`config.mk`:
```
export PLATFORM = sky130hd
export DESIGN_NAME = cart_bank_regs
export DESIGN_NICKNAME = d
export VERILOG_FILES = /design/src/rtl/cart_bank_regs.sv
export SDC_FILE = /design/constraint.sdc
export NUM_CORES = 1
export LEC_CHECK = 0
export CAP_MARGIN = 10
export CORE_MARGIN = 3
export CORE_UTILIZATION = 40
export CTS_BUF_LIST = sky130_fd_sc_hd__clkbuf_8
export CTS_CLUSTER_DIAMETER = 80
export CTS_CLUSTER_SIZE = 30
export DETAILED_ROUTE_END_ITERATION = 8
export PLACE_DENSITY = 0.7
export SLEW_MARGIN = 20
export SYNTH_ARGS = -nofsm -noshare
export SYNTH_HDL_FRONTEND = slang
export SYNTH_SLANG_ARGS = --single-unit
```
`constraint.sdc`:
```
create_clock -name clk -period 3.25 [get_ports clk]
set_input_delay 0.975 -clock clk [delete_from_list [all_inputs] [get_ports clk]]
set_output_delay 0.975 -clock clk [all_outputs]
set_load 0.02 [all_outputs]
```
`src/rtl/cart_bank_regs.sv`:
```
module cart_bank_regs #(
  parameter int WIRING    = 0,
  parameter int PRG_BANKS = 32
) (
  input  logic        clk,
  input  logic        rst_n,
  input  logic [15:0] cpu_addr,
  input  logic [7:0]  cpu_data,
  input  logic        cpu_wr,
  input  logic [13:0] ppu_addr,
  output logic [4:0]  prg_bank,
  output logic [8:0]  chr_bank,
  output logic        nt_a10,
  output logic        irq_wr,
  output logic [1:0]  irq_sel
);

  function automatic int line_of(int w, int b);
    case (w)
      1:       return b ? 0 : 1;
      2:       return b ? 7 : 6;
      3:       return b ? 2 : 3;
      4:       return b ? 3 : 2;
      5:       return b ? 1 : 0;
      default: return b ? 2 : 1;
    endcase
  endfunction

  localparam int P0 = line_of(WIRING, 0);
  localparam int P1 = line_of(WIRING, 1);
  localparam logic [4:0] SECOND = 5'(PRG_BANKS - 2);
  localparam logic [4:0] LAST   = 5'(PRG_BANKS - 1);

  logic [4:0] prg0, prg1;
  logic [1:0] mir;
  logic       mode;
  logic [3:0] chr_lo [8];
  logic [4:0] chr_hi [8];

  logic [3:0] region;
  logic [1:0] idx;
  logic [2:0] cwin;

  assign region = cpu_addr[15:12];
  assign idx    = {cpu_addr[P1], cpu_addr[P0]};
  assign cwin   = {region[1:0] + 2'b01, idx[1]};

  always_ff @(posedge clk or negedge rst_n) begin
    if (!rst_n) begin
      prg0 <= '0;
      prg1 <= '0;
      mir  <= '0;
      mode <= 1'b0;
      for (int i = 0; i < 8; i++) begin
        chr_lo[i] <= '0;
        chr_hi[i] <= '0;
      end
    end else if (cpu_wr) begin
      case (region)
        4'h8: prg0 <= cpu_data[4:0];
        4'h9: if (idx[1]) mode <= cpu_data[1];
              else        mir  <= cpu_data[1:0];
        4'hA: prg1 <= cpu_data[4:0];
        4'hB, 4'hC, 4'hD, 4'hE:
              if (idx[0]) chr_hi[cwin] <= cpu_data[4:0];
              else        chr_lo[cwin] <= cpu_data[3:0];
        default: ;
      endcase
    end
  end

  always_comb begin
    case (cpu_addr[14:13])
      2'd0:    prg_bank = mode ? SECOND : prg0;
      2'd1:    prg_bank = prg1;
      2'd2:    prg_bank = mode ? prg0 : SECOND;
      default: prg_bank = LAST;
    endcase
  end

  assign chr_bank = {chr_hi[ppu_addr[12:10]], chr_lo[ppu_addr[12:10]]};

  always_comb begin
    case (mir)
      2'd0:    nt_a10 = ppu_addr[10];
      2'd1:    nt_a10 = ppu_addr[11];
      2'd2:    nt_a10 = 1'b0;
      default: nt_a10 = 1'b1;
    endcase
  end

  assign irq_wr  = cpu_wr && (region == 4'hF);
  assign irq_sel = idx;

endmodule

```
==> flow_summary.yaml, run 1 <==
sta:
  final.period_utilization: 0.987
  drv_slew: 0
  holdWs_ns: 0.506
  final_hold_viol_count: 0
  finClkSkew_ns: 0
  rsz0062_at_grt: "no"
  layout_min_cycle_time_ns: 3.21
  tightest_slew_ns: 0.727
  slew_headroom: 0.514
  worst_slack_ns: 0.0432
  fmax_mhz: 312
  setup-violations-final: 0
  fin_tns_setup_ns: 0
power:
  switching_power_mw: 0.671
  p_per_area_nw_per_um2: 507
  p_seq_frac: 0.522
  cell_internal_pwr_mw: 1.79
  vdd_drop_max_mv: 0.232
  cellLeakagePower_nw: 2.21
  sw_frac_of_total: 0.272
  power_frac_clock: 0.282
  combPwrFrac: 0.196
layout:
  antenna_cells: 0
  final_cells: 455
  multi_input_comb_area_um2: 1750
  drive_gt1_frac: 0.552
  fin_area_um2: 4860
  seq_area_um2: 2130
  n_fill_cell: 835
  area_growth_pct: 22.3
  num-nets-final: 362
clock_network:
  clk_pin_slew_ns: 0.08
  worstSkewPairLatency_ns: 0.36
  clock-sinks: 85
  cts_root_buffer: "clkbuf_8"
  hold_buffers: 0
  cts_max_level: 3
  numCtsBuffers: 9
  tritoncts: "yes"
  clk_path_buf_depth: 2
global_routing:
  grtUsageMet3: 0.0367
  antenna_found_initial: 0
  grt_usage: 0.160
  grt.met2_usage: 0.270
  grt_pass1_wl_mm: 13.7
  grt_pass1_vias: 2555
  grtUsageMet1: 0.209
  grt-ovfl-total: 0
  grt_busiest_layer: "met2"
  grt_max_degree: 50
yosys:
  ys_ff_latch: 85
  synth-edff-count: 0
  synth_nets: 305
  synthArstFlopShare: 1.00
  synth_cell_types: 29
  syn_inst: 264
  yosys_warnings: 0
  synth_mux_area_frac: 0.368
  avgSynthCellArea_um2: 15.1
  ys_seq_area_frac: 0.535
  synthFlopType: "dfrtp_1"
  synth_top_family_by_area: "multiplexers"
  synthSimpleGateAreaFrac: 0.0525
  synthXorXnorAreaFrac: 0.00220
  syn-cell-area_um2: 3980
  synth-compound-area-share: 0.0164
  synthAdderAreaFrac: 0
floorplanning:
  core_area_um2: 9460
  ios: 59
  die_h_um: 106
  die_x_um: 106
  rows: 35
  dieArea_um2: 11200
  start_util: 0.420
routing:
  wl_per_cell_um: 18.6
  wl_mm: 8.45
  routed-via-count: 2435
  drtIter0Drc: 130
  post_drt_via_cell_ratio: 5.35
  drc_errors: 0
  antenna_left: 0
  firstDrtPassIters: 5
outcome:
  run_status: "completed"
place:
  placedCellCount: 436
  place_ws_ns: -0.821
  placed_cell_area_um2: 4650
  place_congestion: 0.749
  io_buffers: 34
  dp_hpwl_mm: 5.56
critical_path:
  critPathMaxFanout: 9
  worstSetupPathType: "primary input to output port"
  cp.required_ns: 2.27
  arrival_ns: 2.23
  crit_path_start_kind: "primary input"
  crit_path_end_kind: "output port"
min_path:
  min_path_type: "register to register"
flow_run:
  cap_viol_max_count: 0
## routing by layer
layer | wire length, µm | vias to the layer above
met2 | 4240 | 40
met3 | 254 | 8
met5 | 0 | -
met1 | 3860 | 1284
li1 | - | 1103
met4 | 88 | 0
## power by group through the flow
stage	clock network (mW)	logic, mW	registers (mW)
5_1_grt	0.751	0.524	1.31
6_report	0.694	0.484	1.29
3_5_place_dp	0	0.506	1.31
2_1_floorplan	0	0.328	1.28
3_3_place_gp	0	0.493	1.30
4_1_cts	0.710	0.494	1.29
## placed cells by master, fill, tap and decap left out, types with 4 or more instances in the layout
master           instances
nor2_1                   9
clkbuf_8                10
clkdlybuf4s50_1         14
mux4_2                  18
buf_2                   10
buf_12                   4
o21ai_0                  4
o32a_1                   4
buf_4                   26
nor3_1                   7
mux2_2                  94
dfrtp_1                 85
## layout make-up
| class | instances | share of cell area |
|---|---|---|
| Inverter | 2 | 0.00154 |
| Tap cell | 129 | 0.0332 |
| Clock inverter | 6 | 0.00952 |
| Multi-Input combinational cell | 157 | 0.359 |
| Timing Repair Buffer | 66 | 0.131 |
| Sequential cell | 85 | 0.437 |
| Clock buffer | 10 | 0.0283 |
## through the flow
step,utilization,total power [mW]
finish,0.514,2.47
global route,0.514,2.58
CTS,0.515,2.49
detailed placement,0.491,1.82
global placement,0.491,1.79
floorplan,-,1.61
## Yosys cell counts, types with 4 or more instances
master / number / area share
mux2_2: 94 / 0.27
dfrtp_1: 85 / 0.53
mux4_2: 18 / 0.10
clkbuf_1: 11 / 0.010
nor2_1: 9 / 0.0085
nor3_1: 7 / 0.0088
buf_2: 4 / 0.0050
o21ai_0: 4 / 0.0050
o32a_1: 4 / 0.010
## cell families (layout without fill, tap and decap cells)
family          Yosys count  after routing
buf+inv                  22             84
compound gates            9              9
flops                    85             85
mux                     112            112
xor+xnor                  1              1
simple gates             35             35
## critical path, stage by stage
cell,delay (ns)
clkdlybuf4s15_2,0.23
bufbuf_16,0.30
mux4_2,0.28
mux2_2,0.29
buf_2,0.16
## registers in the layout, indices dropped and copies added, names as in the netlist
register  flops
prg0          5
chr_lo       32
chr_hi       40
mir           2
mode          1
prg1          5
## path summary, 6_finish.rpt
path	cells past startpoint	end	slack (ns)	from
setup reg to reg	1	mode	2.44	mode
hold / removal	1	chr_hi[11]	0.51	chr_hi[11]
min in group asynchronous	1	chr_lo[25]	0.62	rst_n
max in group asynchronous	2	mir[1]	2.01	rst_n
setup / recovery	5	chr_bank[3]	0.04	ppu_addr[12]
hold reg to reg	1	chr_hi[11]	0.51	chr_hi[11]
## repair_timing
item | in CTS | in global routing
setup buffers | 0 | 0
setup endpoints to repair | 16 | 3
pin swaps | 0 | 0
resized for setup | 64 | 5
gates cloned | 3 | 0
Power figures use the tool's default switching activity.
==> run 2, diff against run 1 <==
--- a/config.mk
+++ b/config.mk
@@ -7,12 +7,12 @@
 export LEC_CHECK = 0
 export CAP_MARGIN = 10
 export CORE_MARGIN = 3
-export CORE_UTILIZATION = 40
+export CORE_UTILIZATION = 51
 export CTS_BUF_LIST = sky130_fd_sc_hd__clkbuf_8
 export CTS_CLUSTER_DIAMETER = 80
 export CTS_CLUSTER_SIZE = 30
 export DETAILED_ROUTE_END_ITERATION = 8
-export PLACE_DENSITY = 0.7
+export PLACE_DENSITY = 0.85
 export SLEW_MARGIN = 20
 export SYNTH_ARGS = -nofsm -noshare
 export SYNTH_HDL_FRONTEND = slang
==> constraint.sdc (replaced) <==
create_clock -name clk -period 2.8 [get_ports clk]
set_input_delay 0.84 -clock clk [delete_from_list [all_inputs] [get_ports clk]]
set_output_delay 0.84 -clock clk [all_outputs]
set_load 0.02 [all_outputs]
==> flow_summary.yaml, run 2 (synthesis results as in run 1) <==
routing:
  antenna_left: 0
  drc_errors: 0
  routed-via-count: 2500
  firstDrtPassIters: 4
  post_drt_via_cell_ratio: 5.79
  wl_mm: 8.63
  wl_per_cell_um: 20.0
  drtIter0Drc: 135
place:
  io_buffers: 34
  place_congestion: 0.825
  dp_hpwl_mm: 5.67
floorplanning:
  rows: 31
  ios: 59
  die_x_um: 94.3
  dieArea_um2: 8890
  start_util: 0.537
  die_h_um: 94.3
  core_area_um2: 7410
sta:
  final.period_utilization: 1.02
  fmax_mhz: 352
  finClkSkew_ns: 0
  tightest_slew_ns: 0.702
  setup-violations-final: 9
  worst_slack_ns: -0.0426
  holdWs_ns: 0.424
  rsz0062_at_grt: "yes"
  drv_slew: 0
  layout_min_cycle_time_ns: 2.84
  final_hold_viol_count: 0
  slew_headroom: 0.530
power:
  vdd_drop_max_mv: 0.399
  sw_frac_of_total: 0.264
  switching_power_mw: 0.768
  power_frac_clock: 0.271
  p_seq_frac: 0.516
  cell_internal_pwr_mw: 2.14
  p_per_area_nw_per_um2: 584
  cellLeakagePower_nw: 2.29
  finalPower_mw: 2.91
  combPwrFrac: 0.212
critical_path:
  critPathMaxFanout: 5
  crit_path_start_kind: "primary input"
  worstSetupPathType: "primary input to output port"
  arrival_ns: 2.00
  ff2ff_path_depth: 1
  cp.required_ns: 1.96
  crit_path_end_kind: "output port"
clock_network:
  hold_buffers: 0
  clk_path_buf_depth: 2
  numCtsBuffers: 9
  cts_max_level: 3
  clk_pin_slew_ns: 0.08
  clock-sinks: 85
  tritoncts: "yes"
  worstSkewPairLatency_ns: 0.35
  cts_root_buffer: "clkbuf_8"
layout:
  antenna_cells: 0
  num-nets-final: 369
  top_register: "chr_hi"
  top_regs: "chr_hi x40, chr_lo x32"
  drive_gt1_frac: 0.565
  mostFrequentLayoutCells: "mux2_2, dfrtp_1, buf_4"
  n_fill_cell: 497
  largest_reg_flops: 40
  area_growth_pct: 25.2
global_routing:
  antenna_found_initial: 0
  grt-ovfl-total: 0
  grt_pass1_vias: 2682
  grt_max_degree: 54
  grt_pass1_wl_mm: 14.0
  grt_usage: 0.213
min_path:
  min_path_type: "primary input to asynchronous set/reset pin"
outcome:
  violations: "negative setup slack"
  run_status: "finished with violations"
flow_run:
  cap_viol_max_count: 0
## run 2: cell count changes in the layout (fill, tap and decap cells not counted), sizes merged
cell           change
buf               +13
bufbuf             -1
clkbuf             -1
clkdlybuf4s15      -2
clkdlybuf4s50      -2
clkinv             -2
dlygate4sd2        +1
inv                +1
## run 2: final timing paths
path | from | endpoint | slack, ns
max | ppu_addr[11] | chr_bank[1] | -0.04
min | rst_n | chr_hi[19] | 0.42
max reg2reg | mode | mode | 1.97
min reg2reg | chr_lo[23] | chr_lo[23] | 0.51
max in group asynchronous | rst_n | prg1[0] | 1.75
min in group clk | chr_lo[23] | chr_lo[23] | 0.51
## run 2: stage by stage
stage | TNS (ns) | instances | area (µm²) | worst slack [ns] | utilization
CTS | -0.384 | 432 | 4980 | -0.0570 | 0.672
global placement | -12.48 | 411 | 4680 | -0.940 | 0.632
global route | -0.523 | 432 | 4980 | -0.0765 | 0.672
finish | -0.303 | 432 | 4980 | -0.0426 | 0.672
detailed placement | -13.05 | 411 | 4680 | -0.969 | 0.632
floorplan | 0 | 264 | 4030 | 0.0214 | -
## run 2: repair_timing
action / 4_1_cts / 5_1_grt
endpoints found under the setup margin: 16 / 9
cloned: 4 / 0
setup buffers: 1 / 0
resized for setup: 104 / 0
## run 2: cell type report
class	count	area, µm²	share of cell area
well taps	99	124	0.0249
clock buffers	11	151	0.0304
clock inverters	5	27.5	0.00553
repair buffers	73	754	0.152
flip-flops and latches	85	2130	0.427
inverters	2	7.51	0.00151
multi-input cells	157	1790	0.359
## run 2: critical path, stage by stage
cell	delay, ns
buf_12	0.11
buf_12	0.13
mux4_2	0.50
mux2_4	0.28
buf_6	0.13
## run 2: power by group through the flow
| stage | clock network (mW) | logic [mW] | registers [mW] |
|---|---|---|---|
| floorplan | 0 | 0.400 | 1.49 |
| global placement | 0 | 0.583 | 1.51 |
| detailed placement | 0 | 0.602 | 1.52 |
| CTS | 0.807 | 0.622 | 1.50 |
| global route | 0.855 | 0.658 | 1.52 |
| finish | 0.789 | 0.616 | 1.50 |
## run 2: routing by layer
layer / GRT usage / part of all wire
met5: 0 / 0
met3: 0.0409 / 0.032
met4: 0.0722 / 0.017
met1: 0.271 / 0.42
met2: 0.366 / 0.53
